`src/rtl/bcr_pkg.sv`:
```
// Package: shared offsets, reset values and the register-select type
// for the board control register block.
// Assumes a 20-bit decode window; offsets are given within that window.
package bcr_pkg;

    localparam int DEC_W = 20;

    localparam logic [DEC_W-1:0] OFS_SWITCH  = 20'h00200;
    localparam logic [DEC_W-1:0] OFS_STATUS  = 20'h00208;
    localparam logic [DEC_W-1:0] OFS_JUMPER  = 20'h00210;
    localparam logic [DEC_W-1:0] OFS_LED     = 20'h00408;
    localparam logic [DEC_W-1:0] OFS_HEXWORD = 20'h00410;
    localparam logic [DEC_W-1:0] OFS_CHAR0   = 20'h00418;
    localparam logic [DEC_W-1:0] OFS_SOFTRST = 20'h00500;
    localparam logic [DEC_W-1:0] OFS_BRK     = 20'h00508;
    localparam logic [DEC_W-1:0] OFS_GPOUT   = 20'h00A00;
    localparam logic [DEC_W-1:0] OFS_GPIN    = 20'h00A08;
    localparam logic [DEC_W-1:0] OFS_I2CIN   = 20'h00B00;
    localparam logic [DEC_W-1:0] OFS_I2COE   = 20'h00B08;
    localparam logic [DEC_W-1:0] OFS_I2COUT  = 20'h00B10;
    localparam logic [DEC_W-1:0] OFS_I2CSEL  = 20'h00B18;

    localparam int CHAR_STRIDE_LG = 3;

    localparam logic [7:0]  RST_LED    = 8'h00;
    localparam logic [7:0]  RST_BRK    = 8'h0A;
    localparam logic [7:0]  RST_GPOUT  = 8'h00;
    localparam logic [1:0]  RST_I2COE  = 2'b00;
    localparam logic [31:0] RST_I2COUT = 32'h0000_0003;
    localparam logic        RST_I2CSEL = 1'b1;
    localparam logic [31:0] I2CIN_VAL  = 32'h0000_0003;
    localparam logic [31:0] SOFTRST_KEY = 32'h0000_0042;
    localparam logic [7:0]  CHAR_BLANK = 8'h20;
    localparam logic [31:0] STATUS_BE  = 32'h0000_0012;
    localparam logic [31:0] STATUS_LE  = 32'h0000_0010;

    typedef enum logic [3:0] {
        SEL_NONE,
        SEL_SWITCH,
        SEL_STATUS,
        SEL_JUMPER,
        SEL_LED,
        SEL_HEXWORD,
        SEL_CHAR,
        SEL_SOFTRST,
        SEL_BRK,
        SEL_GPOUT,
        SEL_GPIN,
        SEL_I2CIN,
        SEL_I2COE,
        SEL_I2COUT,
        SEL_I2CSEL
    } reg_sel_e;

endpackage

```
`src/rtl/bcr_addr_decode.sv`:
```
// Module: register offset decoder.
// Maps a window offset to a register select, and for the per-character
// display registers also yields the character index.
// Assumes: purely combinational; the caller strips the upper address bits.
module bcr_addr_decode
    import bcr_pkg::*;
#(
    parameter  int NUM_CHARS = 8,
    localparam int IDX_W     = $clog2(NUM_CHARS)
) (
    input  logic [DEC_W-1:0] offset,
    output reg_sel_e         sel,
    output logic [IDX_W-1:0] char_idx
);

    localparam logic [DEC_W-1:0] CHAR_LAST =
        OFS_CHAR0 + DEC_W'((NUM_CHARS - 1) << CHAR_STRIDE_LG);

    logic [DEC_W-1:0] char_diff;
    logic             char_hit;

    // Distance from the first character register, used for index and alignment.
    always_comb begin
        char_diff = offset - OFS_CHAR0;
        char_hit  = (offset >= OFS_CHAR0) && (offset <= CHAR_LAST) &&
                    (char_diff[CHAR_STRIDE_LG-1:0] == '0);
        char_idx  = char_diff[CHAR_STRIDE_LG +: IDX_W];
    end

    // Select the one register addressed by the offset.
    always_comb begin
        unique case (offset)
            OFS_SWITCH:  sel = SEL_SWITCH;
            OFS_STATUS:  sel = SEL_STATUS;
            OFS_JUMPER:  sel = SEL_JUMPER;
            OFS_LED:     sel = SEL_LED;
            OFS_HEXWORD: sel = SEL_HEXWORD;
            OFS_SOFTRST: sel = SEL_SOFTRST;
            OFS_BRK:     sel = SEL_BRK;
            OFS_GPOUT:   sel = SEL_GPOUT;
            OFS_GPIN:    sel = SEL_GPIN;
            OFS_I2CIN:   sel = SEL_I2CIN;
            OFS_I2COE:   sel = SEL_I2COE;
            OFS_I2COUT:  sel = SEL_I2COUT;
            OFS_I2CSEL:  sel = SEL_I2CSEL;
            default:     sel = char_hit ? SEL_CHAR : SEL_NONE;
        endcase
    end

endmodule

```
`src/rtl/bcr_disp_buf.sv`:
```
// Module: ASCII display buffer.
// Holds NUM_CHARS characters. A whole-word write expands the data into
// uppercase hex digits, most significant nibble into character 0; a
// character write replaces one character with the data's low byte.
// A one-cycle update strobe follows every write.
// Assumes DATA_W == 4 * NUM_CHARS and that both write inputs are never
// high together (the decoder guarantees it).
module bcr_disp_buf
    import bcr_pkg::*;
#(
    parameter  int NUM_CHARS = 8,
    parameter  int DATA_W    = 32,
    localparam int IDX_W     = $clog2(NUM_CHARS),
    localparam int BUF_W     = 8 * NUM_CHARS
) (
    input  logic              clk,
    input  logic              rst_n,
    input  logic              wr_hex,
    input  logic              wr_char,
    input  logic [IDX_W-1:0]  char_idx,
    input  logic [DATA_W-1:0] wdata,
    output logic [BUF_W-1:0]  chars_o,
    output logic              upd_o
);

    logic [BUF_W-1:0] hex_img;

    // One hex-to-ASCII converter per display position.
    generate
        for (genvar gi = 0; gi < NUM_CHARS; gi++) begin : g_hex
            logic [3:0] nib;
            assign nib = wdata[DATA_W-1-4*gi -: 4];
            assign hex_img[8*gi +: 8] = (nib < 4'd10) ? (8'h30 + {4'h0, nib})
                                                      : (8'h37 + {4'h0, nib});
        end
    endgenerate

    // Buffer storage and the update strobe.
    always_ff @(posedge clk) begin
        if (!rst_n) begin
            chars_o <= {NUM_CHARS{CHAR_BLANK}};
            upd_o   <= 1'b0;
        end else begin
            upd_o <= wr_hex | wr_char;
            if (wr_hex) begin
                chars_o <= hex_img;
            end else if (wr_char) begin
                chars_o[{char_idx, 3'b000} +: 8] <= wdata[7:0];
            end
        end
    end

    AST_DISP_UPD_CAUSE: assert property (@(posedge clk) disable iff (!rst_n)
        upd_o |-> $past(wr_hex || wr_char));
    AST_DISP_QUIET: assert property (@(posedge clk) disable iff (!rst_n)
        !upd_o |-> $stable(chars_o));
    AST_DISP_UPD_PULSE: assert property (@(posedge clk) disable iff (!rst_n)
        $past(!wr_hex && !wr_char) |-> !upd_o);

endmodule

```
`src/rtl/bcr_i2c_regs.sv`:
```
// Module: bit-banged two-wire bus registers.
// Holds the output register (line levels), output-enable bits and the
// select bit. Bit 1 of the output register is the clock line, bit 0 the
// data line.
// Assumes single-cycle write strobes from the top-level decoder.
module bcr_i2c_regs
    import bcr_pkg::*;
#(
    parameter int DATA_W = 32
) (
    input  logic              clk,
    input  logic              rst_n,
    input  logic              wr_out,
    input  logic              wr_oe,
    input  logic              wr_sel,
    input  logic [DATA_W-1:0] wdata,
    output logic [DATA_W-1:0] out_q,
    output logic [1:0]        oe_q,
    output logic              sel_q,
    output logic              scl_o,
    output logic              sda_o
);

    // Register updates for the three writable bus-control registers.
    always_ff @(posedge clk) begin
        if (!rst_n) begin
            out_q <= DATA_W'(RST_I2COUT);
            oe_q  <= RST_I2COE;
            sel_q <= RST_I2CSEL;
        end else begin
            if (wr_out) out_q <= wdata;
            if (wr_oe)  oe_q  <= wdata[1:0];
            if (wr_sel) sel_q <= wdata[0];
        end
    end

    // Line levels follow the stored output bits.
    assign scl_o = out_q[1];
    assign sda_o = out_q[0];

    AST_LINES_FOLLOW_WRITE: assert property (@(posedge clk) disable iff (!rst_n)
        $past(wr_out) |-> (scl_o == $past(wdata[1])) && (sda_o == $past(wdata[0])));
    AST_LINES_HOLD: assert property (@(posedge clk) disable iff (!rst_n)
        $past(!wr_out) |-> $stable(scl_o) && $stable(sda_o));

endmodule

```
`src/rtl/board_ctrl_regs.sv`:
```
// Module: board control register block (top).
// Decodes the low 20 address bits, holds the LED, break, general output
// and soft-reset logic, and returns registered read data one cycle after
// a read strobe. Display and two-wire bus registers live in submodules.
// Assumes at most one of bus_we / bus_re per cycle matters for a given
// register; a same-cycle read returns the value before the write.
module board_ctrl_regs
    import bcr_pkg::*;
#(
    parameter  int ADDR_W      = 32,
    parameter  int DATA_W      = 32,
    parameter  int NUM_CHARS   = 8,
    parameter  bit CFG_BIG_END = 1'b0,
    localparam int IDX_W       = $clog2(NUM_CHARS),
    localparam int BUF_W       = 8 * NUM_CHARS
) (
    input  logic              clk,
    input  logic              rst_n,
    input  logic [ADDR_W-1:0] bus_addr,
    input  logic [DATA_W-1:0] bus_wdata,
    input  logic              bus_we,
    input  logic              bus_re,
    output logic [DATA_W-1:0] bus_rdata,
    output logic [7:0]        led_bar,
    output logic [7:0]        gp_out,
    output logic [BUF_W-1:0]  disp_chars,
    output logic              disp_upd,
    output logic              soft_rst_req,
    output logic              i2c_scl_o,
    output logic              i2c_sda_o,
    input  logic              i2c_sda_i
);

    reg_sel_e          dec_sel;
    logic [IDX_W-1:0]  dec_idx;
    logic              unused_addr_hi;
    logic [7:0]        brk_q;
    logic [DATA_W-1:0] i2c_out_q;
    logic [1:0]        i2c_oe_q;
    logic              i2c_sel_q;
    logic [DATA_W-1:0] rd_mux;

    assign unused_addr_hi = ^bus_addr[ADDR_W-1:DEC_W];

    bcr_addr_decode #(
        .NUM_CHARS (NUM_CHARS)
    ) i_dec (
        .offset   (bus_addr[DEC_W-1:0]),
        .sel      (dec_sel),
        .char_idx (dec_idx)
    );

    bcr_disp_buf #(
        .NUM_CHARS (NUM_CHARS),
        .DATA_W    (DATA_W)
    ) i_disp (
        .clk      (clk),
        .rst_n    (rst_n),
        .wr_hex   (bus_we && (dec_sel == SEL_HEXWORD)),
        .wr_char  (bus_we && (dec_sel == SEL_CHAR)),
        .char_idx (dec_idx),
        .wdata    (bus_wdata),
        .chars_o  (disp_chars),
        .upd_o    (disp_upd)
    );

    bcr_i2c_regs #(
        .DATA_W (DATA_W)
    ) i_i2c (
        .clk    (clk),
        .rst_n  (rst_n),
        .wr_out (bus_we && (dec_sel == SEL_I2COUT)),
        .wr_oe  (bus_we && (dec_sel == SEL_I2COE)),
        .wr_sel (bus_we && (dec_sel == SEL_I2CSEL)),
        .wdata  (bus_wdata),
        .out_q  (i2c_out_q),
        .oe_q   (i2c_oe_q),
        .sel_q  (i2c_sel_q),
        .scl_o  (i2c_scl_o),
        .sda_o  (i2c_sda_o)
    );

    // Byte-wide board registers and the soft-reset pulse.
    always_ff @(posedge clk) begin
        if (!rst_n) begin
            led_bar      <= RST_LED;
            brk_q        <= RST_BRK;
            gp_out       <= RST_GPOUT;
            soft_rst_req <= 1'b0;
        end else begin
            soft_rst_req <= bus_we && (dec_sel == SEL_SOFTRST) &&
                            (bus_wdata == DATA_W'(SOFTRST_KEY));
            if (bus_we && (dec_sel == SEL_LED))   led_bar <= bus_wdata[7:0];
            if (bus_we && (dec_sel == SEL_BRK))   brk_q   <= bus_wdata[7:0];
            if (bus_we && (dec_sel == SEL_GPOUT)) gp_out  <= bus_wdata[7:0];
        end
    end

    // Read-data selection for the addressed register.
    always_comb begin
        rd_mux = '0;
        unique case (dec_sel)
            SEL_STATUS:  rd_mux = CFG_BIG_END ? DATA_W'(STATUS_BE) : DATA_W'(STATUS_LE);
            SEL_LED:     rd_mux = DATA_W'(led_bar);
            SEL_BRK:     rd_mux = DATA_W'(brk_q);
            SEL_GPOUT:   rd_mux = DATA_W'(gp_out);
            SEL_GPIN:    rd_mux = i2c_sel_q ? i2c_out_q : '0;
            SEL_I2CIN:   rd_mux = {I2CIN_VAL[DATA_W-1:1], i2c_sda_i};
            SEL_I2COE:   rd_mux = DATA_W'(i2c_oe_q);
            SEL_I2COUT:  rd_mux = i2c_out_q;
            SEL_I2CSEL:  rd_mux = DATA_W'(i2c_sel_q);
            default:     rd_mux = '0;
        endcase
    end

    // Read data register: loads on a read strobe, holds otherwise.
    always_ff @(posedge clk) begin
        if (!rst_n) begin
            bus_rdata <= '0;
        end else if (bus_re) begin
            bus_rdata <= rd_mux;
        end
    end

    AST_SOFTRST_CAUSE: assert property (@(posedge clk) disable iff (!rst_n)
        soft_rst_req |-> $past(bus_we && (bus_addr[DEC_W-1:0] == OFS_SOFTRST) &&
                               (bus_wdata == DATA_W'(SOFTRST_KEY))));
    AST_UNMAPPED_ZERO: assert property (@(posedge clk) disable iff (!rst_n)
        $past(bus_re && (dec_sel == SEL_NONE)) |-> (bus_rdata == '0));
    AST_RDATA_HOLD: assert property (@(posedge clk) disable iff (!rst_n)
        $past(!bus_re) |-> $stable(bus_rdata));
    AST_GPIN_GATED: assert property (@(posedge clk) disable iff (!rst_n)
        $past(bus_re && (dec_sel == SEL_GPIN) && !i2c_sel_q) |-> (bus_rdata == '0));

endmodule

```
`config.mk`:
```
export PLATFORM = sky130hd
export DESIGN_NAME = board_ctrl_regs
export DESIGN_NICKNAME = d
export VERILOG_FILES = /design/src/rtl/bcr_pkg.sv /design/src/rtl/bcr_addr_decode.sv /design/src/rtl/bcr_disp_buf.sv /design/src/rtl/bcr_i2c_regs.sv /design/src/rtl/board_ctrl_regs.sv
export SDC_FILE = /design/constraint.sdc
export NUM_CORES = 1
export LEC_CHECK = 0
export CAP_MARGIN = 20
export CORE_MARGIN = 2
export CORE_UTILIZATION = 50
export DETAILED_ROUTE_END_ITERATION = 16
export HOLD_SLACK_MARGIN = 0.15
export PLACE_DENSITY = 0.8
export SLEW_MARGIN = 20
export SYNTH_ARGS = -nofsm -noshare
export SYNTH_HDL_FRONTEND = slang
export SYNTH_HIERARCHICAL = 1
export SYNTH_SLANG_ARGS = --single-unit
```
`constraint.sdc`:
```
create_clock -name clk -period 8.4 [get_ports clk]
set_clock_uncertainty 0.1 [all_clocks]
set_input_delay 2.52 -clock clk [delete_from_list [all_inputs] [get_ports clk]]
set_output_delay 2.52 -clock clk [all_outputs]
set_load 0.02 [all_outputs]
```
==> flow_summary.ini <==
[detailed_routing]
drc = 0
vias = 7442
dr.pass1.iters = 8
routed_wl_um = 23600
vias_per_cell = 5.84
wl_per_cell_um = 18.5
final_antenna_net_count = 0
drtIter0Drc = 756

[timing]
fmax_mhz = 151
hold_violations = 0
setup_violations = 0
rsz0062_at_grt = no
tightest_slew_ns = 1.01
relSlewSlack_pct = 32.8
min_period_ns = 6.64
tns_ns = 0
worst_hold_slack_ns = 0.357
min_period_over_period_pct = 79.1
maxSlewViolCount = 0

[worst_setup_path]
cp_max_fo = 20
criticalPathCategory = in -> reg
cp_slowest_cell = clkdlybuf4s50_1
cpLargestDelayFamily = simple AND/OR/NAND/NOR gates
critical_path_arrival_ns = 6.85
worstReg2RegEnd = bus_rdata[1]$_SDFFE_PN0P_
reg2reg_depth = 4
rr_startpoint = i_i2c/sel_q$_SDFFE_PN1P_
path_depth = 15
r2r_setup_slack_ns = 6.68
end_kind = register
required_ns = 8.61
critPathBufInv = 4
startpoint_type = primary input
crit_path_cell_trace = clkdlybuf4s50_1, inv_1, ha_1, a21boi_0, o21ai_0, nand4_1, o21ai_1, buf_4, nand3b_1, nor2_1, nand3b_1, nor3_1, buf_4, nor3_1, a2111oi_0
cpPeakStageDelay_ns = 0.62

[synthesis]
synth_ff_type = dfxtp_1
ys_top_cells_by_area = dfxtp_1 (39%), mux2i_1 (7.2%), nand2_1 (3.9%), nand3_1 (3.8%), nor2b_1 (3.7%)
synth_cell_type_count = 85
synth.area.mux_share_pct = 7.74
synth_top_family_by_area = simple AND/OR/NAND/NOR gates
ys_ff_latch = 157
synth_xor_area_share_pct = 1.30
synth_top_cell_area_share_pct = 38.9
async_reset_ff_share_pct = 0
yosysSeqAreaShare_pct = 38.9
syn_nets = 986
synth-compound-area-share_pct = 19.3
syn-cell-area_um2 = 8090
synth_edf_count = 0
syn-mean-instance-area_um2 = 8.95
synth_cells = 904
synthSimpleGateAreaFrac_pct = 24.2
yosys.area.top_type = dfxtp_1
synth_warnings = 6
synth-adder-area-share_pct = 2.01

[die]
die-area_um2 = 17200
io_pins = 185
core_area_um2 = 15800
rows = 46
fp.dieW_um = 131
die_y_um = 131
start_util_pct = 51.1

[cts]
holdBufCountCts = 0
cts_tree = done
clock_path_buffers = 2
clkSinkCount = 157
clk_pin_slew_ns = 0.07
cts-root-buf = clkbuf_16
post-cts-setup-buffers = 0
post_cts_resized = 0
htree_levels = 4
cts_buffers = 17
clk_latency_ns = 0.43

[place]
placedCellCount = 1242
place.gp.congestion = 0.895
dpl_cell_area_um2 = 9790
port_buffers = 172
dpl.hpwl_um = 16300

[power_and_ir_drop]
peakVddDrop_uv = 140
p_sw_share_pct = 24.4
internal_power_mw = 1.31
power_density_nw_per_um2 = 166
pwr-share-comb_pct = 7.9
p_leak_nw = 3.63
seqPwrFrac_pct = 43.0
p_sw_mw = 0.422
pwr-share-clk_pct = 49.1
total_power_mw = 1.73

[global_routing]
first_global_vias = 6811
antenna_found_initial = 0
grt-ovfl-total = 0
grt_max_degree = 92
grt_use_total_pct = 26.7
grt_pass1_wl_um = 37000

[worst_hold_path]
hp-class = reg -> reg
whs_path_depth = 2
hold_end = i_disp/chars_o[57]$_SDFFE_PN0P_
min_from = i_disp/chars_o[57]$_SDFFE_PN0P_

[layout]
fin_cells = 1274
fillerInstances = 1302
area_delta_synth_final_pct = 29.1
mostFrequentLayoutCells = clkdlybuf4s50_1 (171), dfxtp_1 (157), nand2_1 (84)
fin_area_um2 = 10400
nNetsFinal = 1127
layout_commonest_cell = clkdlybuf4s50_1
antenna_cells = 0
layout-drive-gt1-share_pct = 7.66

[run]
maxCapViolCount = 0

[run_status]
status = complete, no violations
-- worst register-to-register path, delay by kind of cell, from the launching register on --
kind | cells | cell delay [ns]
AO/OA/AOI/OAI | 3 | 0.85
flip-flops | 1 | 0.36
AND/OR/NAND/NOR | 1 | 0.34
-- state kept, by name, summed over array words and instances, names as in the netlist --
| name | cells |
|---|---|
| i_disp/chars_o | 64 |
| bus_rdata | 32 |
| i_i2c/out_q | 32 |
| brk_q | 8 |
| gp_out | 8 |
| led_bar | 8 |
| i_i2c/oe_q | 2 |
| i_disp/upd_o | 1 |
| i_i2c/sel_q | 1 |
| soft_rst_req | 1 |
-- how the worst max path moves through the flow --
stage | start | end | slack [ns]
after detailed placement | bus_addr[3] | i_disp/chars_o[60]$_SDFFE_PN0P_ | 1.44
after CTS | bus_addr[3] | i_disp/chars_o[60]$_SDFFE_PN0P_ | 1.86
after floorplan | bus_addr[17] | i_disp/chars_o[48]$_SDFFE_PN0P_ | 2.57
final | bus_addr[3] | i_disp/chars_o[58]$_SDFFE_PN0P_ | 1.76
after global routing | bus_addr[3] | i_disp/chars_o[58]$_SDFFE_PN0P_ | 1.27
after global placement | bus_addr[8] | i_disp/chars_o[58]$_SDFFE_PN0P_ | 1.51
-- through the flow --
stage	setup WS, ns	utilization, %
2_1_floorplan	2.57	-
3_3_place_gp	1.51	61.8
3_5_place_dp	1.44	61.8
4_1_cts	1.86	66.0
5_1_grt	1.27	66.0
6_report	1.76	66.0
-- synth_stat cells (15+ instances only) --
cell      count
dfxtp_1     157
nand2_1      84
nand3_1      61
mux2i_1      58
nor2b_1      48
a21boi_0     37
o21ai_0      35
nor3_1       33
clkbuf_1     32
nand2b_1     32
nor2_1       32
a21oi_1      30
inv_1        30
a211oi_1     15
-- cell families (layout without fill, tap and decap cells) --
family | after synthesis | count (layout)
buffers and inverters | 95 | 249
multiplexers | 62 | 62
flip-flops | 157 | 157
adder cells (fa/ha/maj) | 13 | 13
AO/OA/AOI/OAI | 215 | 215
XOR/XNOR | 12 | 12
AND/OR/NAND/NOR | 350 | 350
-- layout make-up --
| type | instances | area (um^2) | share of cell area [%] |
|---|---|---|---|
| clock buffers | 17 | 425 | 4.07 |
| clock inverters | 15 | 225 | 2.16 |
| well taps | 216 | 270 | 2.59 |
| multi-input cells | 652 | 4440 | 42.5 |
| inverters | 30 | 113 | 1.08 |
| repair buffers | 187 | 1830 | 17.5 |
| flip-flops and latches | 157 | 3140 | 30.1 |
-- layer usage --
| metal | global-route usage (%) | routed length (um) | vias up |
|---|---|---|---|
| met5 | 0 | 0 | - |
| met4 | 10.4 | 576 | 0 |
| met3 | 5.40 | 1790 | 46 |
| met2 | 41.5 | 10700 | 325 |
| met1 | 36.5 | 10600 | 3517 |
| li1 | - | - | 3554 |
-- power by group through the flow --
| stage | clock network (mW) | logic [mW] | registers [mW] |
|---|---|---|---|
| after floorplan | 0 | 0.0704 | 0.761 |
| after global placement | 0 | 0.130 | 0.761 |
| after detailed placement | 0 | 0.132 | 0.761 |
| after CTS | 0.858 | 0.133 | 0.744 |
| after global routing | 0.892 | 0.145 | 0.744 |
| final | 0.850 | 0.136 | 0.744 |
Note: power is estimated with default switching activity, not from simulation.
